<file path="config.mk">
export PLATFORM = sky130hd
export DESIGN_NAME = magcmp_chain
export DESIGN_NICKNAME = d
export VERILOG_FILES = /design/src/rtl/magcmp_pkg.sv /design/src/rtl/magcmp_local.sv /design/src/rtl/magcmp_merge.sv /design/src/rtl/magcmp_slice.sv /design/src/rtl/magcmp_chain.sv
export SDC_FILE = /design/constraint.sdc
export NUM_CORES = 1
export LEC_CHECK = 0
export BUFFER_PORTS_ARGS = -buffer_cell sky130_fd_sc_hd__buf_2
export CORE_AREA = 2 2 39 41
export DETAILED_ROUTE_END_ITERATION = 7
export DIE_AREA = 0 0 41 43
export PLACE_DENSITY = 0.61
export SLEW_MARGIN = 20
export SYNTH_ARGS = -nofsm -noshare
export SYNTH_HDL_FRONTEND = slang
export SYNTH_SLANG_ARGS = --single-unit
</file>
<file path="constraint.sdc">
create_clock -name vclk -period 2.54
set_clock_uncertainty 0.1 [all_clocks]
set_input_delay 0.508 -clock vclk [all_inputs]
set_output_delay 0.508 -clock vclk [all_outputs]
set_load 0.02 [all_outputs]
</file>
<file path="src/rtl/magcmp_pkg.sv">
package magcmp_pkg;
   // relation between two operands, one-hot when valid
   typedef struct packed {
      logic gt;
      logic lt;
      logic eq;
   } rel_t;

   // relation injected below the least significant slice
   localparam rel_t REL_TIE = '{gt: 1'b0, lt: 1'b0, eq: 1'b1};

   // variants for the local compare
   localparam int LOCAL_OPERATOR = 0;
   localparam int LOCAL_MSB_SCAN = 1;
endpackage

</file>
<file path="src/rtl/magcmp_local.sv">
module magcmp_local
   import magcmp_pkg::*;
#(
   parameter int W     = 4,
   parameter int STYLE = LOCAL_MSB_SCAN
) (
   input  logic [W-1:0] a,
   input  logic [W-1:0] b,
   output rel_t         rel
);
   if (W < 1) begin : g_bad_width
      $error("magcmp_local: W must be at least 1");
   end
   if (STYLE != LOCAL_OPERATOR && STYLE != LOCAL_MSB_SCAN) begin : g_bad_style
      $error("magcmp_local: unknown STYLE");
   end

   if (STYLE == LOCAL_OPERATOR) begin : g_operator
      assign rel.gt = (a > b);
      assign rel.lt = (a < b);
      assign rel.eq = (a == b);
   end else begin : g_scan
      logic found;
      logic a_bit;
      always_comb begin
         found = 1'b0;
         a_bit = 1'b0;
         for (int i = W - 1; i >= 0; i--) begin
            if (!found && (a[i] != b[i])) begin
               found = 1'b1;
               a_bit = a[i];
            end
         end
      end
      assign rel.gt = found & a_bit;
      assign rel.lt = found & ~a_bit;
      assign rel.eq = ~found;
   end

   // local relation must be one-hot
   always_comb begin
      assert_local_onehot_R4: assert ($onehot({rel.gt, rel.lt, rel.eq}))
         else $error("local relation not one-hot");
   end
endmodule

</file>
<file path="src/rtl/magcmp_merge.sv">
module magcmp_merge
   import magcmp_pkg::*;
(
   input  rel_t loc,
   input  rel_t cin,
   output rel_t cout
);
   assign cout.gt = loc.gt | (loc.eq & cin.gt);
   assign cout.lt = loc.lt | (loc.eq & cin.lt);
   assign cout.eq = loc.eq & cin.eq;
endmodule

</file>
<file path="src/rtl/magcmp_slice.sv">
module magcmp_slice
   import magcmp_pkg::*;
#(
   parameter int W     = 4,
   parameter int STYLE = LOCAL_MSB_SCAN
) (
   input  logic [W-1:0] a,
   input  logic [W-1:0] b,
   input  rel_t         cin,
   output rel_t         cout
);
   rel_t loc_rel;

   magcmp_local #(.W(W), .STYLE(STYLE)) u_local (
      .a   (a),
      .b   (b),
      .rel (loc_rel)
   );

   magcmp_merge u_merge (
      .loc  (loc_rel),
      .cin  (cin),
      .cout (cout)
   );

   always_comb begin
      if (a == b) begin
         assert_pass_through_R6: assert (cout == cin)
            else $error("matching nibbles did not pass cascade through");
      end
      if (a > b) begin
         assert_greater_R7: assert (cout.gt && !cout.lt && !cout.eq)
            else $error("larger nibble did not give greater");
      end
      if (a < b) begin
         assert_less_R9: assert (cout.lt && !cout.gt && !cout.eq)
            else $error("smaller nibble did not give less");
      end
      if (!cin.eq) begin
         assert_equal_needs_cin_R8: assert (!cout.eq)
            else $error("equal asserted without cascade equal");
      end
   end
endmodule

</file>
<file path="src/rtl/magcmp_chain.sv">
module magcmp_chain
   import magcmp_pkg::*;
#(
   parameter int SLICE_W     = 4,
   parameter int NUM_SLICES  = 3,
   parameter int LOCAL_STYLE = LOCAL_MSB_SCAN,
   localparam int WORD_W     = SLICE_W * NUM_SLICES
) (
   input  logic [WORD_W-1:0] a_word,
   input  logic [WORD_W-1:0] b_word,
   output logic              a_gt_b,
   output logic              a_lt_b,
   output logic              a_eq_b
);
   if (NUM_SLICES < 1) begin : g_bad_count
      $error("magcmp_chain: NUM_SLICES must be at least 1");
   end

   rel_t link [NUM_SLICES+1];

   // least significant slice starts from "equal so far"
   assign link[0] = REL_TIE;

   for (genvar s = 0; s < NUM_SLICES; s++) begin : g_slice
      magcmp_slice #(.W(SLICE_W), .STYLE(LOCAL_STYLE)) u_slice (
         .a    (a_word[s*SLICE_W +: SLICE_W]),
         .b    (b_word[s*SLICE_W +: SLICE_W]),
         .cin  (link[s]),
         .cout (link[s+1])
      );
   end

   assign a_gt_b = link[NUM_SLICES].gt;
   assign a_lt_b = link[NUM_SLICES].lt;
   assign a_eq_b = link[NUM_SLICES].eq;

   always_comb begin
      assert_result_onehot_R4: assert ($onehot({a_gt_b, a_lt_b, a_eq_b}))
         else $error("final relation not one-hot");
      assert_equal_words_R3: assert (a_eq_b == (a_word == b_word))
         else $error("equal output disagrees with operands");
      if (a_word == b_word) begin
         assert_tie_seed_R10: assert (a_eq_b)
            else $error("identical words not reported equal");
      end
   end
endmodule

</file>
==> reports/metrics.csv, run 1 <==
metric,value,unit
Reg area,0,um^2
"Period Utilization, post-route",0.965,
Tmin final,2.45,ns
Syn Inst Count,54,
CP peak stage delay,0.33,ns
chip width,41,um
n_diodes,0,
# setup viols final,0,
CP Cell Sequence,buf_2 -> ha_4 -> nand3b_1 -> a31oi_1 -> a311o_1 -> o211a_1 -> nor3_2 -> buf_4,
Tot Pwr,0.000102,W
Max-slew headroom,0.805,
VDD IR max,101,uV
CP Buf/Inv Count,2,
die area,0.00176,mm^2
sequential cells,0,
Hold Path Cell Cnt,4,
Core Box Area,0.00138,mm^2
Yosys Warn Count,0,
DRC Markers,0,
"Seq/Total Area, Yosys",0,
Routed WL per cell,8.43,um
"slowest stage cell, crit path",a311o_1,
GRT overflow,0,
Finished Layout Cells,99,
Post-CTS Setup Inserts,0,
I/O pin count,27,
pwr dens,181,mW/mm^2
PortBufs,27,
initial antenna violation count,0,
Synth Cell Area,379,um^2
max-slew violations,0,
crit path launch type,input port,
Worst Hold End,a_eq_b,
vias in the first global route,394,
synth-to-layout area growth,48.8,%
CP Max Fanout,4,
Lkg Pwr,0.275,nW
HP Class,input port to primary output,
Setup CP Type,input port to primary output,
area of the multi-input gates,365,um^2
Avg Inst Size Synth,7.02,um^2
GRT Overall Usage,0.0989,
Cell Count Post-Placement,99,
Die H,43,um
hpwl dp,765,um
CLK BUF,0,
RSZ-0062 raised after global routing,false,
vias,461,
final layout net count,112,
Synthesized Nets,81,
fmax,408,MHz
HP Start,b_word[0],
largest net degree at the start of global routing,6,
first drt pass iteration count,4,
fill count,148,
Initial DRC Count,10,
Worst EP arrival,1.84,ns
Worst EP required,1.93,ns
Crit. End Element,primary output,
Starting Density,0.274,
Routed WL,835,um
first-pass GRT wire length,1350,um
outcome,"complete, no violations",
antenna-violating nets left,0,
kind of cell adding the most delay to the critical path,compound AO/OA/AOI/OAI gates,
max-capacitance violation count,0,
Placer Congestion,0.704,
Hold Buf Count CTS,0,
Synth cell types,28,
via-per-instance ratio,4.66,
share of layout cells above drive strength 1,0.410,
final hold violations,0,
Std-Cell Rows,14,
measured slew at the worst slew-check pin,0.290,ns
==> routing by layer <==
layer,up-vias,track usage,share of wire
li1,255,-,-
met2,13,0.188,0.50
met1,193,0.123,0.45
met4,0,0,0
met5,-,0,0
met3,0,0,0.048
==> placed cells by master (no fill, tap or decap) <==
cell      synthesis  final
a211oi_1          1      1
o211ai_1          1      1
ha_4              0      1
a21oi_1           1      1
nor2_1            3      3
xor2_1            1      1
nand3b_1          2      2
a31oi_1           2      2
buf_4             0      3
xnor2_1           8      8
and3_1            1      1
or2_1             1      1
ha_1              3      2
nor3_2            1      1
buf_2             0     26
maj3_1            1      1
o221ai_1          1      1
nor4b_1           1      1
nor2b_1           3      3
a311o_1           1      1
nand3_1           1      1
inv_1             7      6
inv_2             0      1
o21ai_0           3      3
o211a_1           1      1
nor2b_2           1      1
o21bai_1          1      1
and2b_2           1      1
nand2b_1          3      3
o22ai_1           1      1
nand4_1           2      2
nor4_1            1      1
==> power by group <==
part           switching, W  total [W]  internal (W)
clock                     0          0             0
sequential                0          0             0
combinational     0.0000484   0.000102     0.0000538
total             0.0000484   0.000102     0.0000538
==> repair_timing <==
item | in CTS | in global routing
resized for setup | 2 | 1
setup endpoints to repair | 1 | 2
pin swaps | 0 | 3
==> synth_stat cells <==
library cell | count | area, um^2
nor4b_1 | 1 | 8.76
xor2_1 | 1 | 8.76
inv_1 | 7 | 26.3
ha_1 | 3 | 37.5
o22ai_1 | 1 | 6.26
a311o_1 | 1 | 10.0
o211ai_1 | 1 | 7.51
or2_1 | 1 | 6.26
and2b_2 | 1 | 8.76
a21oi_1 | 1 | 5.00
nand3_1 | 1 | 5.00
xnor2_1 | 8 | 70.1
maj3_1 | 1 | 10.0
nor3_2 | 1 | 10.0
nand4_1 | 2 | 12.5
nor2_1 | 3 | 11.3
nand2b_1 | 3 | 18.8
o221ai_1 | 1 | 8.76
nor2b_2 | 1 | 8.76
o211a_1 | 1 | 10.0
nand3b_1 | 2 | 15.0
o21bai_1 | 1 | 7.51
o21ai_0 | 3 | 15.0
a211oi_1 | 1 | 7.51
a31oi_1 | 2 | 12.5
nor4_1 | 1 | 6.26
and3_1 | 1 | 6.26
nor2b_1 | 3 | 18.8
==> cell families (layout without fill, tap and decap cells) <==
group / Yosys count / count (layout) / synth area share
and+or+nand+nor: 21 / 21 / 0.360
AOI/OAI and AO/OA: 13 / 13 / 0.238
xor gates and xnor gates: 9 / 9 / 0.208
buffers and inverters: 7 / 36 / 0.0693
adders and majority gates: 4 / 4 / 0.125
==> cell type report <==
class                      count  share of cell area
multi-input combinational     47               0.647
timing repair buffer          29               0.271
inverter                       7              0.0466
tap                           16              0.0355
==> metrics by stage <==
step	hold WS [ns]	setup TNS, ns	instance area, um^2	utilization	setup slack, ns
floorplan	1.13	0	379	-	0.0905
finish	1.37	0	564	0.408	0.0885
global route	1.43	0	564	0.408	0.0142
CTS	1.37	0	564	0.408	0.0453
global placement	1.35	-0.0328	549	0.397	-0.0328
detailed placement	1.36	-0.0266	549	0.397	-0.0266
==> worst max path at each step <==
stage               startpoint      to  slack [ns]  cells after the start
finish               a_word[3]  a_gt_b        0.09                      8
global route         b_word[3]  a_lt_b        0.01                      9
CTS                  b_word[3]  a_gt_b        0.05                      9
detailed placement   a_word[3]  a_gt_b       -0.03                      8
global placement     a_word[3]  a_gt_b       -0.03                      8
floorplan            b_word[3]  a_gt_b        0.09                      7
(Power assumes the default switching activity.)
==> run 2, diff against run 1 <==
--- a/config.mk
+++ b/config.mk
@@ -5,7 +5,7 @@
 export SDC_FILE = /design/constraint.sdc
 export NUM_CORES = 1
 export LEC_CHECK = 0
-export BUFFER_PORTS_ARGS = -buffer_cell sky130_fd_sc_hd__buf_2
+export BUFFER_PORTS_ARGS = -buffer_cell sky130_fd_sc_hd__buf_4
 export CORE_AREA = 2 2 39 41
 export DETAILED_ROUTE_END_ITERATION = 7
 export DIE_AREA = 0 0 41 43
==> constraint.sdc (replaced) <==
create_clock -name vclk -period 2.3
set_clock_uncertainty 0.1 [all_clocks]
set_input_delay 0.46 -clock vclk [all_inputs]
set_output_delay 0.46 -clock vclk [all_outputs]
set_load 0.02 [all_outputs]
==> reports/metrics.csv, run 2 (synthesis gave the netlist of run 1 again) <==
metric,value,unit
outcome,finished with violations,
failing checks,setup timing,
VDD IR max,101,uV
fmax,428,MHz
first-pass GRT wire length,1730,um
die area,0.00176,mm^2
Lkg Pwr,0.308,nW
setup ws final,-0.0355,ns
Worst Hold End,a_eq_b,
Setup CP Type,input port to primary output,
final hold violations,0,
Crit. End Element,primary output,
max-capacitance violation count,0,
largest net degree at the start of global routing,6,
n_diodes,0,
"Period Utilization, post-route",1.02,
CP Max Fanout,4,
share of layout cells above drive strength 1,0.464,
vias in the first global route,457,
placed inst area,631,um^2
"Design Area, Final",681,um^2
Post-CTS Setup Inserts,0,
Final Util,0.492,
measured slew at the worst slew-check pin,0.270,ns
# setup viols final,1,
I/O pin count,27,
vias,479,
initial antenna violation count,0,
setup TNS,-0.0355,ns
most frequent cells in the layout,"buf_4 (27), xnor2_1 (8), inv_1 (5)",
Max-slew headroom,0.819,
Tot Pwr,0.000143,W
hpwl dp,837,um
first drt pass iteration count,3,
crit path launch type,input port,
Worst EP required,1.74,ns
RSZ-0062 raised after global routing,true,
Routed WL per cell,10.1,um
PortBufs,27,
"most common cell after layout, fill and taps aside",buf_4,
area of the multi-input gates,395,um^2
chip width,41,um
CLK BUF,0,
GRT Overall Usage,0.132,
sequential cells,0,
Placer Congestion,0.676,
Initial DRC Count,7,
Std-Cell Rows,14,
Finished Layout Cells,100,
antenna-violating nets left,0,
Core Box Area,0.00138,mm^2
final layout net count,113,
pwr dens,210,mW/mm^2
Reg area,0,um^2
Hold Path Cell Cnt,4,
Worst EP arrival,1.78,ns
synth-to-layout area growth,79.5,%
GRT overflow,0,
Cell Count Post-Placement,100,
Routed WL,1010,um
HP Class,input port to primary output,
max-slew violations,0,
HP Start,b_word[0],
Tmin final,2.34,ns
via-per-instance ratio,4.79,
Starting Density,0.274,
Die H,43,um
DRC Markers,0,
fill count,146,
[run 2: cell types whose count changed in the layout (fill, tap and decap cells not counted), sizes merged]
cell and change:
buf +1
[run 2: area by class of cell]
type,instances,share of cell area
timing repair buffer,30,0.347
multi-input combinational,47,0.581
inverter,7,0.0423
tap,16,0.0294
[run 2: how the worst max path moves through the flow]
stage / from / end / slack, ns / cells past startpoint
final: b_word[3] / a_gt_b / -0.04 / 9
after global routing: b_word[3] / a_gt_b / -0.12 / 9
after CTS: a_word[3] / a_gt_b / -0.03 / 8
after detailed placement: a_word[3] / a_gt_b / -0.16 / 8
after global placement: a_word[3] / a_gt_b / -0.14 / 8
after floorplan: b_word[3] / a_gt_b / 0.04 / 7
[run 2: worst max-delay path, cell delays in order]
cell and delay, ns:
buf_6 0.09, inv_4 0.05, ha_4 0.20, nand3b_1 0.09
a31oi_1 0.08, a311o_1 0.31, o211a_1 0.24, nor3_4 0.12
buf_6 0.14
[run 2: repair_timing]
item | CTS | global route
hold buffers | 0 | 0
cloned | 0 | 0
gates resized for setup | 9 | 3
endpoints found under the setup margin | 2 | 2
pin swaps | 3 | 4
[run 2: per-layer routing]
metal	routed length (um)	vias up	track usage
met4	0	0	0
met1	436	211	0.165
li1	-	255	-
met5	0	-	0
met3	50	0	0
met2	523	13	0.250
[run 2: through the flow]
stage / hold WS, ns / setup slack [ns]
global route: 1.29 / -0.116
CTS: 1.26 / -0.0345
finish: 1.27 / -0.0355
detailed placement: 1.25 / -0.164
floorplan: 1.04 / 0.0413
global placement: 1.25 / -0.142
[run 2: power by group]
group	switching (W)	internal, W
sequential	0	0
combinational	0.0000606	0.0000823
clock	0	0
total	0.0000606	0.0000823
==> run 3, diff against run 2 <==
--- a/config.mk
+++ b/config.mk
@@ -5,11 +5,13 @@
 export SDC_FILE = /design/constraint.sdc
 export NUM_CORES = 1
 export LEC_CHECK = 0
+export ABC_AREA = 1
 export BUFFER_PORTS_ARGS = -buffer_cell sky130_fd_sc_hd__buf_4
 export CORE_AREA = 2 2 39 41
 export DETAILED_ROUTE_END_ITERATION = 7
 export DIE_AREA = 0 0 41 43
-export PLACE_DENSITY = 0.61
+export MAX_ROUTING_LAYER = met4
+export PLACE_DENSITY = 0.69
 export SLEW_MARGIN = 20
 export SYNTH_ARGS = -nofsm -noshare
 export SYNTH_HDL_FRONTEND = slang
==> reports/metrics.csv, run 3 <==
metric,value,unit
outcome,"complete, no violations",
Lkg Pwr,0.428,nW
via-per-instance ratio,4.51,
met3 WL post-DR,33,um
WHS,1.26,ns
"Period Utilization, post-route",0.963,
ranking of synthesized cells by area,"nand2_1 (20%), inv_1 (15%), nand3_2 (8.4%)",
initial antenna violation count,0,
HP Class,input port to primary output,
Reg area,0,um^2
share of layout cells above drive strength 1,0.431,
setup ws final,0.0852,ns
Tmin final,2.21,ns
first drt pass iteration count,4,
Yosys Warn Count,0,
max-slew violations,0,
Routed met2 length,628,um
die area,0.00176,mm^2
Tot Pwr,0.000169,W
"most common cell after layout, fill and taps aside",buf_4,
Synth Cell Area,479,um^2
Post-Place Worst Slack,0.0142,ns
most common cell in the netlist,nand2_1,
pwr dens,221,mW/mm^2
chip width,41,um
Syn Inst Count,88,
Worst EP required,1.74,ns
crit path launch type,input port,
GRT Overall Usage,0.123,
vias in the first global route,490,
Routed WL,1070,um
n_diodes,0,
Hold Buf Count CTS,0,
Hold Path Cell Cnt,5,
Setup CP Type,input port to primary output,
max-capacitance violation count,0,
vias,595,
VDD IR max,86.9,uV
first-pass GRT wire length,1650,um
Yosys top cell by area,nand2_1,
hpwl dp,927,um
Worst EP arrival,1.65,ns
Core Box Area,0.00138,mm^2
fill count,148,
DR top layer,met3,
DRC Markers,0,
Synthesized Nets,115,
Initial DRC Count,4,
sequential cells,0,
setup TNS,0,ns
Routed WL per cell,8.08,um
Crit. End Element,primary output,
Worst Hold End,a_eq_b,
Starting Density,0.346,
Std-Cell Rows,14,
antenna-violating nets left,0,
fmax,452,MHz
Synth cell types,20,
GRT overflow,0,
I/O pin count,27,
PortBufs,27,
most frequent cells in the layout,"buf_4 (26), nand2_1 (25), inv_1 (18)",
final hold violations,0,
Avg Inst Size Synth,5.45,um^2
"Seq/Total Area, Yosys",0,
synth-to-layout area growth,59.8,%
measured slew at the worst slew-check pin,0.269,ns
Max-slew headroom,0.820,
M1 wire length,405,um
# setup viols final,0,
synth cell count leaders,"nand2_1 (25), inv_1 (19), nand3_1 (6)",
HP Start,a_word[4],
Die H,43,um
CLK BUF,0,
largest net degree at the start of global routing,5,
CP Max Fanout,4,
Placer Congestion,0.769,
final layout net count,145,
area fraction of the dominant cell type after synthesis,0.196,
==> run 3: cells by family (layout without fill, tap and decap cells) <==
family | count (synthesis) | count (layout) | share of synthesized area
AOI/OAI and AO/OA | 6 | 6 | 0.0679
xor gates and xnor gates | 5 | 5 | 0.123
adders and majority gates | 3 | 3 | 0.0783
buffers and inverters | 20 | 48 | 0.157
and+or+nand+nor | 54 | 54 | 0.574
==> run 3: cell type report <==
cell class	instances	area, um^2	area share
multi-input cells	68	453	0.592
well taps	16	20.0	0.0261
inverters	20	75.1	0.0980
repair buffers	28	218	0.284
==> run 3: worst max path at each step <==
stage,startpoint,endpoint,slack [ns],cells past startpoint
2_1_floorplan,b_word[11],a_eq_b,0.13,6
3_3_place_gp,a_word[3],a_lt_b,0.05,13
3_5_place_dp,a_word[3],a_lt_b,0.01,13
4_1_cts,a_word[3],a_lt_b,0.01,13
5_1_grt,b_word[3],a_lt_b,-0.03,14
6_report,a_word[3],a_lt_b,0.09,13
==> run 3: worst max-delay path: stages <==
cell,delay [ns]
buf_4,0.12
ha_4,0.29
inv_1,0.05
a21oi_2,0.12
nand3_1,0.08
nand2_1,0.07
nand2_1,0.06
nand2_2,0.08
nand3_2,0.05
nand2_1,0.05
nand2_1,0.04
nand2_1,0.07
buf_6,0.12
==> run 3: through the flow <==
stage	utilization	instance area, um^2	cells
floorplan	-	479	88
global placement	0.513	709	132
detailed placement	0.513	709	132
CTS	0.513	709	132
global route	0.553	766	132
finish	0.553	766	132
==> run 3: report_power, final <==
group          leakage (nW)  internal [W]  switching (W)
Combinational         0.428     0.0000836      0.0000856
Clock                     0             0              0
Sequential                0             0              0
Total                 0.428     0.0000836      0.0000856
==> run 3: repair_timing <==
item                                    4_1_cts  5_1_grt
endpoints found under the hold margin         0        0
resized for setup                             0        9
endpoints found under the setup margin        0        2
setup buffers                                 0        0
==> run 3: routing by layer <==
metal  up-vias  GRT usage
met1       258      0.140
met5         -          -
li1        326          -
met2        11      0.238
met4         0          0
met3         0          0
